### config.mk
export PLATFORM = sky130hd
export DESIGN_NAME = irdrop_cmd_sched
export DESIGN_NICKNAME = d
export VERILOG_FILES = /design/src/rtl/irs_pkg.sv /design/src/rtl/irs_age_track.sv /design/src/rtl/irs_budget_ledger.sv /design/src/rtl/irs_pick.sv /design/src/rtl/irdrop_cmd_sched.sv
export SDC_FILE = /design/constraint.sdc
export NUM_CORES = 1
export LEC_CHECK = 0
export BUFFER_PORTS_ARGS = -buffer_cell sky130_fd_sc_hd__buf_2
export CAP_MARGIN = 20
export CORE_UTILIZATION = 46
export CTS_BUF_LIST = sky130_fd_sc_hd__clkbuf_4 sky130_fd_sc_hd__clkbuf_8
export CTS_CLUSTER_SIZE = 28
export DETAILED_ROUTE_END_ITERATION = 7
export PLACE_DENSITY = 0.68
export SYNTH_ARGS = -nofsm -noshare
export SYNTH_HDL_FRONTEND = slang
export SYNTH_SLANG_ARGS = --single-unit
### constraint.sdc
create_clock -name clk -period 13.4 [get_ports clk]
set_input_delay 1.34 -clock clk [delete_from_list [all_inputs] [get_ports clk]]
set_output_delay 1.34 -clock clk [all_outputs]
set_load 0.02 [all_outputs]
### src/rtl/irs_pkg.sv
`timescale 1ns/1ps
package irs_pkg;

  localparam int WGT_W = 3;

  typedef enum logic [1:0] {
    CMD_ACT = 2'd0,
    CMD_RD  = 2'd1,
    CMD_WR  = 2'd2,
    CMD_PRE = 2'd3
  } cmd_e;

  // current cost of each command type
  function automatic logic [WGT_W-1:0] cmd_weight(input logic [1:0] code);
    logic [WGT_W-1:0] w;
    case (cmd_e'(code))
      CMD_ACT: w = 3'd3;
      CMD_RD:  w = 3'd6;
      CMD_WR:  w = 3'd6;
      default: w = 3'd1;
    endcase
    return w;
  endfunction

endpackage

### src/rtl/irs_age_track.sv
`timescale 1ns/1ps
module irs_age_track #(
  parameter int NREQ  = 4,
  parameter int AGE_W = 8,
  localparam int IDX_W = $clog2(NREQ),
  localparam int CNT_W = $clog2(NREQ + 1),
  localparam int SUM_W = AGE_W + CNT_W + 1
) (
  input  logic                  clk,
  input  logic                  rst_n,
  input  logic [NREQ-1:0]       valid,
  input  logic                  grant_valid,
  input  logic [IDX_W-1:0]      grant_idx,
  output logic [NREQ*AGE_W-1:0] age_flat,
  output logic [NREQ-1:0]       starving
);

  localparam logic [AGE_W-1:0] AGE_MAX = {AGE_W{1'b1}};

  logic [AGE_W-1:0] age_q [NREQ];
  logic [AGE_W-1:0] age_d [NREQ];
  logic [SUM_W-1:0] age_sum;
  logic [CNT_W-1:0] live_cnt;

  // next-state of each slot's waiting time
  always_comb begin
    for (int i = 0; i < NREQ; i++) begin
      if (!valid[i] || (grant_valid && grant_idx == IDX_W'(i)))
        age_d[i] = '0;
      else if (age_q[i] != AGE_MAX)
        age_d[i] = age_q[i] + 1'b1;
      else
        age_d[i] = age_q[i];
    end
  end

  always_ff @(posedge clk or negedge rst_n) begin
    if (!rst_n) begin
      for (int i = 0; i < NREQ; i++) age_q[i] <= '0;
    end else begin
      for (int i = 0; i < NREQ; i++) age_q[i] <= age_d[i];
    end
  end

  // age * count > 2 * sum, a divide-free form of "over twice the mean"
  always_comb begin
    age_sum  = '0;
    live_cnt = '0;
    for (int i = 0; i < NREQ; i++) begin
      if (valid[i]) begin
        age_sum  = age_sum + SUM_W'(age_q[i]);
        live_cnt = live_cnt + 1'b1;
      end
    end
    for (int i = 0; i < NREQ; i++) begin
      starving[i] = valid[i] &&
                    ((SUM_W'(age_q[i]) * SUM_W'(live_cnt)) > (age_sum << 1));
      age_flat[i*AGE_W +: AGE_W] = age_q[i];
    end
  end

endmodule

### src/rtl/irs_budget_ledger.sv
`timescale 1ns/1ps
module irs_budget_ledger
  import irs_pkg::*;
#(
  parameter int NLEAF  = 4,
  parameter int WINDOW = 8,
  parameter int BUD_W  = 8,
  localparam int LEAF_W = $clog2(NLEAF)
) (
  input  logic                   clk,
  input  logic                   rst_n,
  input  logic                   charge_en,
  input  logic [LEAF_W-1:0]      charge_leaf,
  input  logic [WGT_W-1:0]       charge_wgt,
  output logic [NLEAF*BUD_W-1:0] usage_flat
);

  for (genvar g = 0; g < NLEAF; g++) begin : g_leaf
    logic [WGT_W-1:0] pipe_q [WINDOW];
    logic [WGT_W-1:0] pipe_d [WINDOW];
    logic [WGT_W-1:0] charge_here;
    logic [BUD_W-1:0] use_q;
    logic [BUD_W-1:0] use_d;

    // charge enters the delay line and leaves it WINDOW edges later
    always_comb begin
      charge_here = (charge_en && charge_leaf == LEAF_W'(g)) ? charge_wgt : '0;
      pipe_d[0]   = charge_here;
      for (int k = 1; k < WINDOW; k++) pipe_d[k] = pipe_q[k-1];
      use_d = use_q + BUD_W'(charge_here) - BUD_W'(pipe_q[WINDOW-1]);
    end

    always_ff @(posedge clk or negedge rst_n) begin
      if (!rst_n) begin
        use_q <= '0;
        for (int k = 0; k < WINDOW; k++) pipe_q[k] <= '0;
      end else begin
        use_q <= use_d;
        for (int k = 0; k < WINDOW; k++) pipe_q[k] <= pipe_d[k];
      end
    end

    assign usage_flat[g*BUD_W +: BUD_W] = use_q;
  end

endmodule

### src/rtl/irs_pick.sv
`timescale 1ns/1ps
module irs_pick #(
  parameter int NREQ  = 4,
  parameter int AGE_W = 8,
  localparam int IDX_W = $clog2(NREQ)
) (
  input  logic [NREQ-1:0]       valid,
  input  logic [NREQ-1:0]       fits,
  input  logic [NREQ-1:0]       starving,
  input  logic [NREQ*AGE_W-1:0] age_flat,
  output logic                  pick_valid,
  output logic [IDX_W-1:0]      pick_idx
);

  logic [NREQ-1:0]  eligible;
  logic [AGE_W-1:0] best_age;

  always_comb begin
    // a starving request shuts out every non-starving one
    if (|(valid & starving)) eligible = valid & fits & starving;
    else                     eligible = valid & fits;

    // strictly older replaces, so ties keep the lower index
    pick_valid = 1'b0;
    pick_idx   = '0;
    best_age   = '0;
    for (int i = 0; i < NREQ; i++) begin
      if (eligible[i] && (!pick_valid || age_flat[i*AGE_W +: AGE_W] > best_age)) begin
        pick_valid = 1'b1;
        pick_idx   = IDX_W'(i);
        best_age   = age_flat[i*AGE_W +: AGE_W];
      end
    end
  end

endmodule

### src/rtl/irdrop_cmd_sched.sv
`timescale 1ns/1ps
module irdrop_cmd_sched
  import irs_pkg::*;
#(
  parameter int NREQ   = 4,
  parameter int NLEAF  = 4,
  parameter int AGE_W  = 8,
  parameter int BUD_W  = 8,
  parameter int WINDOW = 8,
  localparam int LEAF_W = $clog2(NLEAF),
  localparam int IDX_W  = $clog2(NREQ),
  localparam int CMP_W  = BUD_W + 2
) (
  input  logic                    clk,
  input  logic                    rst_n,
  input  logic [BUD_W-1:0]        leaf_limit,
  input  logic [BUD_W-1:0]        group_limit,
  input  logic [NREQ-1:0]         req_valid,
  input  logic [2*NREQ-1:0]       req_cmd,
  input  logic [LEAF_W*NREQ-1:0]  req_region,
  output logic                    grant_valid,
  output logic [IDX_W-1:0]        grant_idx,
  output logic [1:0]              issue_cmd,
  output logic [LEAF_W-1:0]       issue_region
);

  // asynchronous assertion, release aligned over two edges
  logic rst_meta_q;
  logic rst_sync_n;

  always_ff @(posedge clk or negedge rst_n) begin
    if (!rst_n) begin
      rst_meta_q <= 1'b0;
      rst_sync_n <= 1'b0;
    end else begin
      rst_meta_q <= 1'b1;
      rst_sync_n <= rst_meta_q;
    end
  end

  logic [NLEAF*BUD_W-1:0] usage_flat;
  logic [NREQ*AGE_W-1:0]  age_flat;
  logic [NREQ-1:0]        starv_vec;
  logic [NREQ-1:0]        fit_vec;
  logic                   pick_valid;
  logic [IDX_W-1:0]       pick_idx;

  // leaf and enclosing-group admission for each slot
  always_comb begin
    for (int i = 0; i < NREQ; i++) begin
      logic [LEAF_W-1:0] leaf;
      logic [LEAF_W-1:0] lo_leaf;
      logic [LEAF_W-1:0] hi_leaf;
      logic [CMP_W-1:0]  wgt;
      logic [CMP_W-1:0]  leaf_use;
      logic [CMP_W-1:0]  grp_use;
      leaf     = req_region[i*LEAF_W +: LEAF_W];
      lo_leaf  = {leaf[LEAF_W-1:1], 1'b0};
      hi_leaf  = {leaf[LEAF_W-1:1], 1'b1};
      wgt      = CMP_W'(cmd_weight(req_cmd[2*i +: 2]));
      leaf_use = CMP_W'(usage_flat[leaf*BUD_W +: BUD_W]);
      grp_use  = CMP_W'(usage_flat[lo_leaf*BUD_W +: BUD_W]) +
                 CMP_W'(usage_flat[hi_leaf*BUD_W +: BUD_W]);
      fit_vec[i] = (leaf_use + wgt <= CMP_W'(leaf_limit)) &&
                   (grp_use  + wgt <= CMP_W'(group_limit));
    end
  end

  irs_age_track #(.NREQ(NREQ), .AGE_W(AGE_W)) u_age (
    .clk         (clk),
    .rst_n       (rst_sync_n),
    .valid       (req_valid),
    .grant_valid (grant_valid),
    .grant_idx   (grant_idx),
    .age_flat    (age_flat),
    .starving    (starv_vec)
  );

  irs_pick #(.NREQ(NREQ), .AGE_W(AGE_W)) u_pick (
    .valid      (req_valid),
    .fits       (fit_vec),
    .starving   (starv_vec),
    .age_flat   (age_flat),
    .pick_valid (pick_valid),
    .pick_idx   (pick_idx)
  );

  // single grant and the chosen slot's fields
  always_comb begin
    grant_valid  = rst_sync_n && pick_valid;
    grant_idx    = pick_idx;
    issue_cmd    = req_cmd[pick_idx*2 +: 2];
    issue_region = req_region[pick_idx*LEAF_W +: LEAF_W];
  end

  irs_budget_ledger #(.NLEAF(NLEAF), .WINDOW(WINDOW), .BUD_W(BUD_W)) u_ledger (
    .clk         (clk),
    .rst_n       (rst_sync_n),
    .charge_en   (grant_valid),
    .charge_leaf (issue_region),
    .charge_wgt  (cmd_weight(issue_cmd)),
    .usage_flat  (usage_flat)
  );

endmodule

== Word-level counts from Yosys, hierarchy flattened ==
Index checks and enable logic that the tools add are counted.

* Register bits: 162
* Input bits: 38
* Output and inout port bits: 7
* Word-level logic and storage cells: 215

* Add/subtract/negate cells: 30
* Multiply operators: 4
* Magnitude comparators: 15
* Eq/ne operators: 20
* Shift operators: 14
* Mux-type cells: 36
* Bitwise gates (word level): 3
* Reductions and logical operators: 51

{| class="wikitable"
|+ Operators with widths
! operator !! number
|-
| indexed part select 32 x 6 -> 8 bit || 12
|-
| two-way mux 8 bit || 12
|-
| > comparator 11 x 12 -> 1 bit || 4
|-
| adder 8 x 8 -> 9 bit || 5
|-
| multiplier 8 x 3 -> 11 bit || 4
|-
| adder 9 x 3 -> 10 bit || 4
|-
| less-or-equal comparator 10 x 8 -> 1 bit || 4
|-
| adder 8 x 3 -> 9 bit || 4
|-
| less-or-equal comparator 9 x 8 -> 1 bit || 4
|-
| adder 8 x 1 -> 8 bit, second input constant || 4
|-
| adder 8 x 3 -> 8 bit || 4
|-
| inequality test 8 bit, second input constant || 4
|-
| subtractor 8 x 3 -> 8 bit || 4
|-
| case mux 3 bit (2 select lines) || 5
|-
| > comparator 8 bit || 3
|-
| two-way mux 11 bit || 2
|-
| two-way mux 3 bit || 7
|-
| logical AND 1 bit || 20
|-
| == test 2 bit, second input constant || 9
|-
| indexed part select 8 x 4 -> 2 bit || 2
|-
| == test 2 x 1 -> 1 bit, second input constant || 7
|-
| logical NOT 2 bit || 7
|-
| AND 4 bit || 3
|-
| adder 11 x 8 -> 11 bit || 1
|-
| 12 further kinds || 38
|}

== Depth between registers and ports, before layout ==
* Word-level depth: 33
* Mapped depth: 87
* Mapped depth without buffers: 82

== Hierarchy ==
From an unflattened synthesis, not the netlist that was laid out.

* Cells, all modules: 1871
* Area, all modules: 17339.1 µm²

{| class="wikitable"
|+ By module, submodules not included
! module !! instances !! cells each !! area each (µm²) !! seq. area each (µm²)
|-
| irs_age_track || 1 || 806 || 6294.8 || 800.8
|-
| irdrop_cmd_sched || 1 || 586 || 5313.8 || 50.0
|-
| irs_budget_ledger || 1 || 358 || 4829.6 || 3203.1
|-
| irs_pick || 1 || 121 || 900.9 || 0.0
|}

== Worst setup path before layout ==
No wires, ideal clock.

* Path kind: in2reg
* From: input req_valid[0]
* To: register u_ledger.g_leaf[1].use_q[7]
* Setup time: 0.080 ns
* Arrival time: 15.836 ns
* Data required time: 13.320 ns
* Path slack: -2.516 ns
* Cell stages on the path: 80
* Path buffers: 5
* Path through: clkbuf_1 inv_1 buf_1 nor2_1 ha_1 a21o_1 a21o_1 maj3_1 a21oi_1 xnor2_1 mux2_2 ha_1 o211ai_1 a21oi_1 a211oi_1 xor2_1 a21oi_1 ha_1 [44 not listed] o21ai_0 o21ai_0 a21boi_1 nor2_1 o21ai_0 ha_1 inv_1 a311oi_1 o211ai_1 fa_1 inv_1 ha_1 a21oi_1 o21bai_1 a21oi_1 o21bai_1 a21oi_1 xnor2_1

* Longest elaborated chain between the ends: 33
* Elaborated cells between the ends (all ways): 66
* Those cells by class: add/sub: 8; mul: 4; order compare: 7; eq/ne: 3; shift: 2; mux: 21; bitwise: 3; reduce/logical: 18

{| class="wikitable"
|+ Ends and longest elaborated chain
! element !! RTL line !! source
|-
| start: declaration || irdrop_cmd_sched.sv:18 || <nowiki>input logic [NREQ-1:0] req_valid,</nowiki>
|-
| two-way mux 1 bit || irs_age_track.sv:50 || <nowiki>if (valid[i]) begin</nowiki>
|-
| adder 1 x 1 -> 2 bit || irs_age_track.sv:52 || <nowiki>live_cnt = live_cnt + 1'b1;</nowiki>
|-
| two-way mux 3 bit || irs_age_track.sv:50 ||
|-
| adder 3 x 1 -> 3 bit || irs_age_track.sv:52 ||
|-
| two-way mux 3 bit || irs_age_track.sv:50 ||
|-
| adder 3 x 1 -> 3 bit || irs_age_track.sv:52 ||
|-
| two-way mux 3 bit || irs_age_track.sv:50 ||
|-
| multiplier 8 x 3 -> 11 bit || irs_age_track.sv:57 || <nowiki>((SUM_W'(age_q[i]) * SUM_W'(live_cnt)) > (age_sum << 1));</nowiki>
|-
| [19 not listed] || - ||
|-
| named net issue_cmd[0] || irdrop_cmd_sched.sv:23 || <nowiki>output logic [1:0] issue_cmd,</nowiki>
|-
| == test 2 bit / == test 2 x 1 -> 1 bit (equally long branches) || irs_pkg.sv:16 || <nowiki>case (cmd_e'(code))</nowiki>
|-
| OR reduction 2 bit (no source line) || - ||
|-
| case mux 3 bit (2 select lines) (*) || irs_pkg.sv:16 ||
|-
| two-way mux 3 bit (*) || irs_budget_ledger.sv:27 || <nowiki>charge_here = (charge_en && charge_leaf == LEAF_W'(g)) ? charge_wgt : '0;</nowiki>
|-
| adder 8 x 3 -> 8 bit (*) || irs_budget_ledger.sv:30 || <nowiki>use_d = use_q + BUD_W'(charge_here) - BUD_W'(pipe_q[WINDOW-1]);</nowiki>
|-
| subtractor 8 x 3 -> 8 bit (*) || irs_budget_ledger.sv:30 ||
|-
| named net u_ledger.g_leaf[1].use_d[7] || irs_budget_ledger.sv:23 || <nowiki>logic [BUD_W-1:0] use_d;</nowiki>
|-
| end signal: assignment || irs_budget_ledger.sv:38 || <nowiki>use_q <= use_d;</nowiki>
|-
| end: declaration || irs_budget_ledger.sv:22 || <nowiki>logic [BUD_W-1:0] use_q;</nowiki>
|}

Mark *: on every way through the listed nets, which the timed path passes. The rest lies on a longest branch.
A chain may end at the register's enable or synchronous reset.

== Worst setup path in the final report ==
* From: input req_valid[0]
* To: register u_ledger.g_leaf[1].use_q[7]

* Longest elaborated chain between the ends: 33
* Elaborated cells between the ends (all ways): 66
* Those cells by class: add/sub: 8; mul: 4; order compare: 7; eq/ne: 3; shift: 2; mux: 21; bitwise: 3; reduce/logical: 18

{| class="wikitable"
|+ Ends and longest elaborated chain
! element !! RTL line !! source
|-
| two-way mux 1 bit || irs_age_track.sv:50 ||
|-
| adder 1 x 1 -> 2 bit || irs_age_track.sv:52 ||
|-
| two-way mux 3 bit || irs_age_track.sv:50 ||
|-
| adder 3 x 1 -> 3 bit || irs_age_track.sv:52 ||
|-
| two-way mux 3 bit || irs_age_track.sv:50 ||
|-
| adder 3 x 1 -> 3 bit || irs_age_track.sv:52 ||
|-
| two-way mux 3 bit || irs_age_track.sv:50 ||
|-
| multiplier 8 x 3 -> 11 bit || irs_age_track.sv:57 ||
|-
| [18 not listed] || - ||
|-
| indexed part select 8 x 4 -> 2 bit || irdrop_cmd_sched.sv:92 || <nowiki>issue_cmd = req_cmd[pick_idx*2 +: 2];</nowiki>
|-
| == test 2 bit / == test 2 x 1 -> 1 bit (equally long branches) || irs_pkg.sv:16 ||
|-
| OR reduction 2 bit (no source line) || - ||
|-
| case mux 3 bit (2 select lines) || irs_pkg.sv:16 ||
|-
| two-way mux 3 bit (*) || irs_budget_ledger.sv:27 ||
|-
| adder 8 x 3 -> 8 bit (*) || irs_budget_ledger.sv:30 ||
|-
| subtractor 8 x 3 -> 8 bit (*) || irs_budget_ledger.sv:30 ||
|-
| named net u_ledger.g_leaf[1].use_d[7] || irs_budget_ledger.sv:23 ||
|}

Marks and branches as above.

==> implementation parameters <==
Parameter                              Value

Outcome
  Run status ... complete, but fails checks
  Failing checks ... setup timing

Timing
  Time the final worst path needs with I/O delays and setup ... approximately 14,000 ps
  Post-route fraction of the period consumed by the critical path ... 1.040
  Slew headroom ... 0.3498
  Actual transition at the worst max-transition pin ... 975.2 ps
  Setup repair after global routing missed its margin ... yes
  Worst Clk Skew ... about 22 ps
  WHS ... a little over 300 ps
  Number of max-slew violations in the final report ... 0
  Setup violators final ... 27
  Final Hold Violating Endpoints ... 0
  Smallest setup slack after layout ... -534.8 ps
  Max Freq ... just over 70 MHz

Detailed routing
  Count of vias placed by the detailed router ... 15.61k
  Drt drc ... 0
  First-iteration detailed-routing DRC count ... between 1k and 1.5k
  Avg WL per Cell ... 19.20 um
  Residual antenna-violating net count after detailed routing ... 0
  Final wirelength ... 53,200 um
  Mean number of vias per cell ... around 5.6
  Number of search-and-repair iterations in the first detailed-routing pass ... 6

Global routing
  Global route total overflow ... 0
  Aggregate global-route resource usage ... 0.2710
  Wire length of the first global-routing pass ... slightly above 80,000 um
  Pin count of the biggest net entering global routing ... 80
  Via count of the first global-routing pass ... 15.64k
  Initial antenna violation count ... 1

Clock tree
  Hold-fix buffers at CTS ... 0
  CTS tree ... built
  Clock insertion delay at the later pin of the skew report ... 470 ps
  Sink Count ... roughly 160
  Maximum count of clock buffers along a single path ... 2
  H-tree Lvls ... 4
  Number of buffers inserted during clock tree synthesis ... 17
  Clock input transition at the sequential cells of the worst setup and hold paths ... 110 ps
  Clock root buffer master ... sky130_fd_sc_hd__clkbuf_8

Critical path
  Type of element launching the critical path ... input port
  Slowest cell delay on critical path ... 550 ps
  Bufs and invs on worst path ... 10
  Critical path class ... in2reg
  Critical path depth ... 82
  Critical Path AT ... 14,320 ps
  Worst EP required ... between 10,000 and 15,000 ps
  Cell with the biggest individual delay on the critical path ... sky130_fd_sc_hd__fa_1
  Reg2Reg Depth ... 80
  Gate family responsible for the most delay along the worst path ... compound AO/OA/AOI/OAI gates
  Maximum fanout along the worst path ... 5
  Dominant cell type by count on the critical path ... sky130_fd_sc_hd__a21oi_2
  Crit. End Element ... flop

Synthesis
  Leading post-synthesis cells by cell area ... sky130_fd_sc_hd__dfrtp_1 23%, sky130_fd_sc_hd__ha_1 21%, sky130_fd_sc_hd__fa_1 7.2%
  Netlist area before placement ... around 18,000 um^2
  YS warnings ... 0
  Distinct cells, synth ... 87
  Post-Syn Nets ... 2,342
  Top cell types by occurrence after synthesis ... 291 x sky130_fd_sc_hd__ha_1, 237 x sky130_fd_sc_hd__inv_1, 162 x sky130_fd_sc_hd__dfrtp_1
  Gate Count Post-Synth ... roughly 2.0k
  Cell with the most instances after synthesis ... sky130_fd_sc_hd__ha_1
  Register area share after synthesis ... 0.2303
  Mean post-synth cell area ... between 9 and 10 um^2
  Predominant post-synthesis flop cell ... sky130_fd_sc_hd__dfrtp_1
  Fraction of synthesis flops using an asynchronous set or reset pin ... 1.000
  Fraction of post-synthesis cell area in the top cell type by area ... 0.2303
  Register bit count reported by yosys ... between 150 and 200
  Number of enable-type register cells in the synthesized netlist ... 0
  Cell taking the most area after synthesis ... sky130_fd_sc_hd__dfrtp_1

Layout
  Core Util, Final ... 0.5908
  Number of fill cells in the layout ... roughly 3.2k
  Synth-to-Final Area Change ... 26.41%
  Number of standard cells in the final layout excluding fillers ... 2,771
  Final layout net count ... ~2.6k
  Proportion of layout cells with a drive suffix above 1 ... 0.2913

Floorplan
  CORE AREA ... about 38,000 um^2
  Die height ... roughly 200 um
  Cell row count ... 71
  Die Span X ... a little under 200 um
  # IOs ... 45
  Initial core utilization ... 0.4674
  Total Die Area ... between 30,000 and 40,000 um^2

Run
  Max-Cap Viols ... 0

Min path
  Path type of the worst min-delay path ... reg2async

Place
  PortBufs ... 44
  Post-placement cell count ... 2,677
  Final GP Congestion ... about 0.98
  Post-detail-place hpwl ... 40,800 um
state kept, by name, summed over array words and instances, names as in the netlist:
name,flops
rst_meta_q,1
u_age.age_flat,32
u_ledger.g_leaf.pipe_d,84
u_ledger.g_leaf.pipe_q,12
rst_sync_n,1
u_ledger.g_leaf.use_q,32
logic make-up after synthesis:
family / share of synthesized area
adder cells (fa/ha/maj): 0.2797
multiplexers: 0.06510
flip-flops: 0.2303
other: 0.0002130
AO/OA/AOI/OAI: 0.1699
buffers and inverters: 0.06482
XOR/XNOR: 0.06219
AND/OR/NAND/NOR: 0.1279
worst register-to-register path: cells and delay by family (launching register included):
family	cells	cell delay (ps)
AOI/OAI and AO/OA	42	5650
muxes	4	1200
DFF	1	610
adders and majority gates	10	3000
xor gates and xnor gates	4	520
and+or+nand+nor	11	1330
buffers and inverters	9	1230
per-stage QoR:
stage	setup TNS, ps	worst slack (ps)	cell area (um^2)
finish	-7609	-534.8	22250
global route	-26280	-1152	22250
CTS	-891.7	-164.4	21440
detailed placement	-28680	-1178	20390
global placement	-15490	-770.9	20390
floorplan	-8702	-653.1	18060
cell type report:
cell class	instances	area [um^2]	area share
Timing Repair Buffer	333	2542	0.1142
Tap cell	511	639.4	0.02873
Inverter	238	903.4	0.04059
Sequential cell	162	4058	0.1823
Multi-Input combinational cell	1494	13680	0.6145
Clock buffer	17	234.0	0.01051
Clock inverter	15	198.9	0.008940
Antenna cell	1	2.502	0.0001124
final timing paths:
| kind | start | slack, ps | end |
|---|---|---|---|
| setup reg to reg | u_age.age_flat[9] | -190 | u_ledger.g_leaf[1].use_q[7] |
| setup / recovery | req_valid[0] | -530 | u_ledger.g_leaf[1].use_q[7] |
| max in group asynchronous | rst_sync_n | 11740 | u_ledger.g_leaf[0].pipe_q[2] |
| hold / removal | rst_sync_n | 310 | u_age.age_flat[23] |
| min in group clk | u_ledger.g_leaf[2].pipe_d[15] | 350 | u_ledger.g_leaf[2].pipe_d[12] |
| hold reg to reg | rst_sync_n | 310 | u_age.age_flat[23] |
placed cells by master (no fill, tap or decap), types with 11 or more instances in the layout:
cell type,instances
sky130_fd_sc_hd__a21o_1,40
sky130_fd_sc_hd__a21oi_1,95
sky130_fd_sc_hd__a21oi_2,36
sky130_fd_sc_hd__and2_1,26
sky130_fd_sc_hd__buf_2,39
sky130_fd_sc_hd__buf_4,266
sky130_fd_sc_hd__buf_6,24
sky130_fd_sc_hd__clkbuf_8,17
sky130_fd_sc_hd__dfrtp_1,161
sky130_fd_sc_hd__fa_1,57
sky130_fd_sc_hd__ha_1,254
sky130_fd_sc_hd__ha_4,33
sky130_fd_sc_hd__inv_1,214
sky130_fd_sc_hd__inv_2,21
sky130_fd_sc_hd__mux2_2,60
sky130_fd_sc_hd__mux2i_1,28
sky130_fd_sc_hd__nand2_1,154
sky130_fd_sc_hd__nand2b_1,11
sky130_fd_sc_hd__nand3_1,37
sky130_fd_sc_hd__nand4_1,33
sky130_fd_sc_hd__nor2_1,92
sky130_fd_sc_hd__nor2b_1,21
sky130_fd_sc_hd__nor3_1,20
sky130_fd_sc_hd__nor3b_1,11
sky130_fd_sc_hd__o211ai_1,16
sky130_fd_sc_hd__o21a_1,35
sky130_fd_sc_hd__o21ai_0,61
sky130_fd_sc_hd__o21ai_1,11
sky130_fd_sc_hd__o21ai_2,14
sky130_fd_sc_hd__o21bai_1,30
sky130_fd_sc_hd__xnor2_1,80
sky130_fd_sc_hd__xnor2_2,15
sky130_fd_sc_hd__xor2_1,28
layer usage:
layer | track usage | vias to the layer above | part of all wire
met4 | 0.1042 | 2 | 0.037
met2 | 0.4364 | 463 | 0.46
met3 | 0.04132 | 124 | 0.051
met1 | 0.3655 | 7620 | 0.45
li1 | - | 7400 | -
met5 | 0 | - | 0.00032
timing repair:
action / 4_1_cts / 5_1_grt
setup buffers: 34 / 36
gates resized for setup: 76 / 119
pin swaps: 75 / 110
setup endpoints to repair: 34 / 38
Power is left out: the tool's default activity adds up to more than one toggle a clock period on the data nets, which glitch-free logic cannot reach.
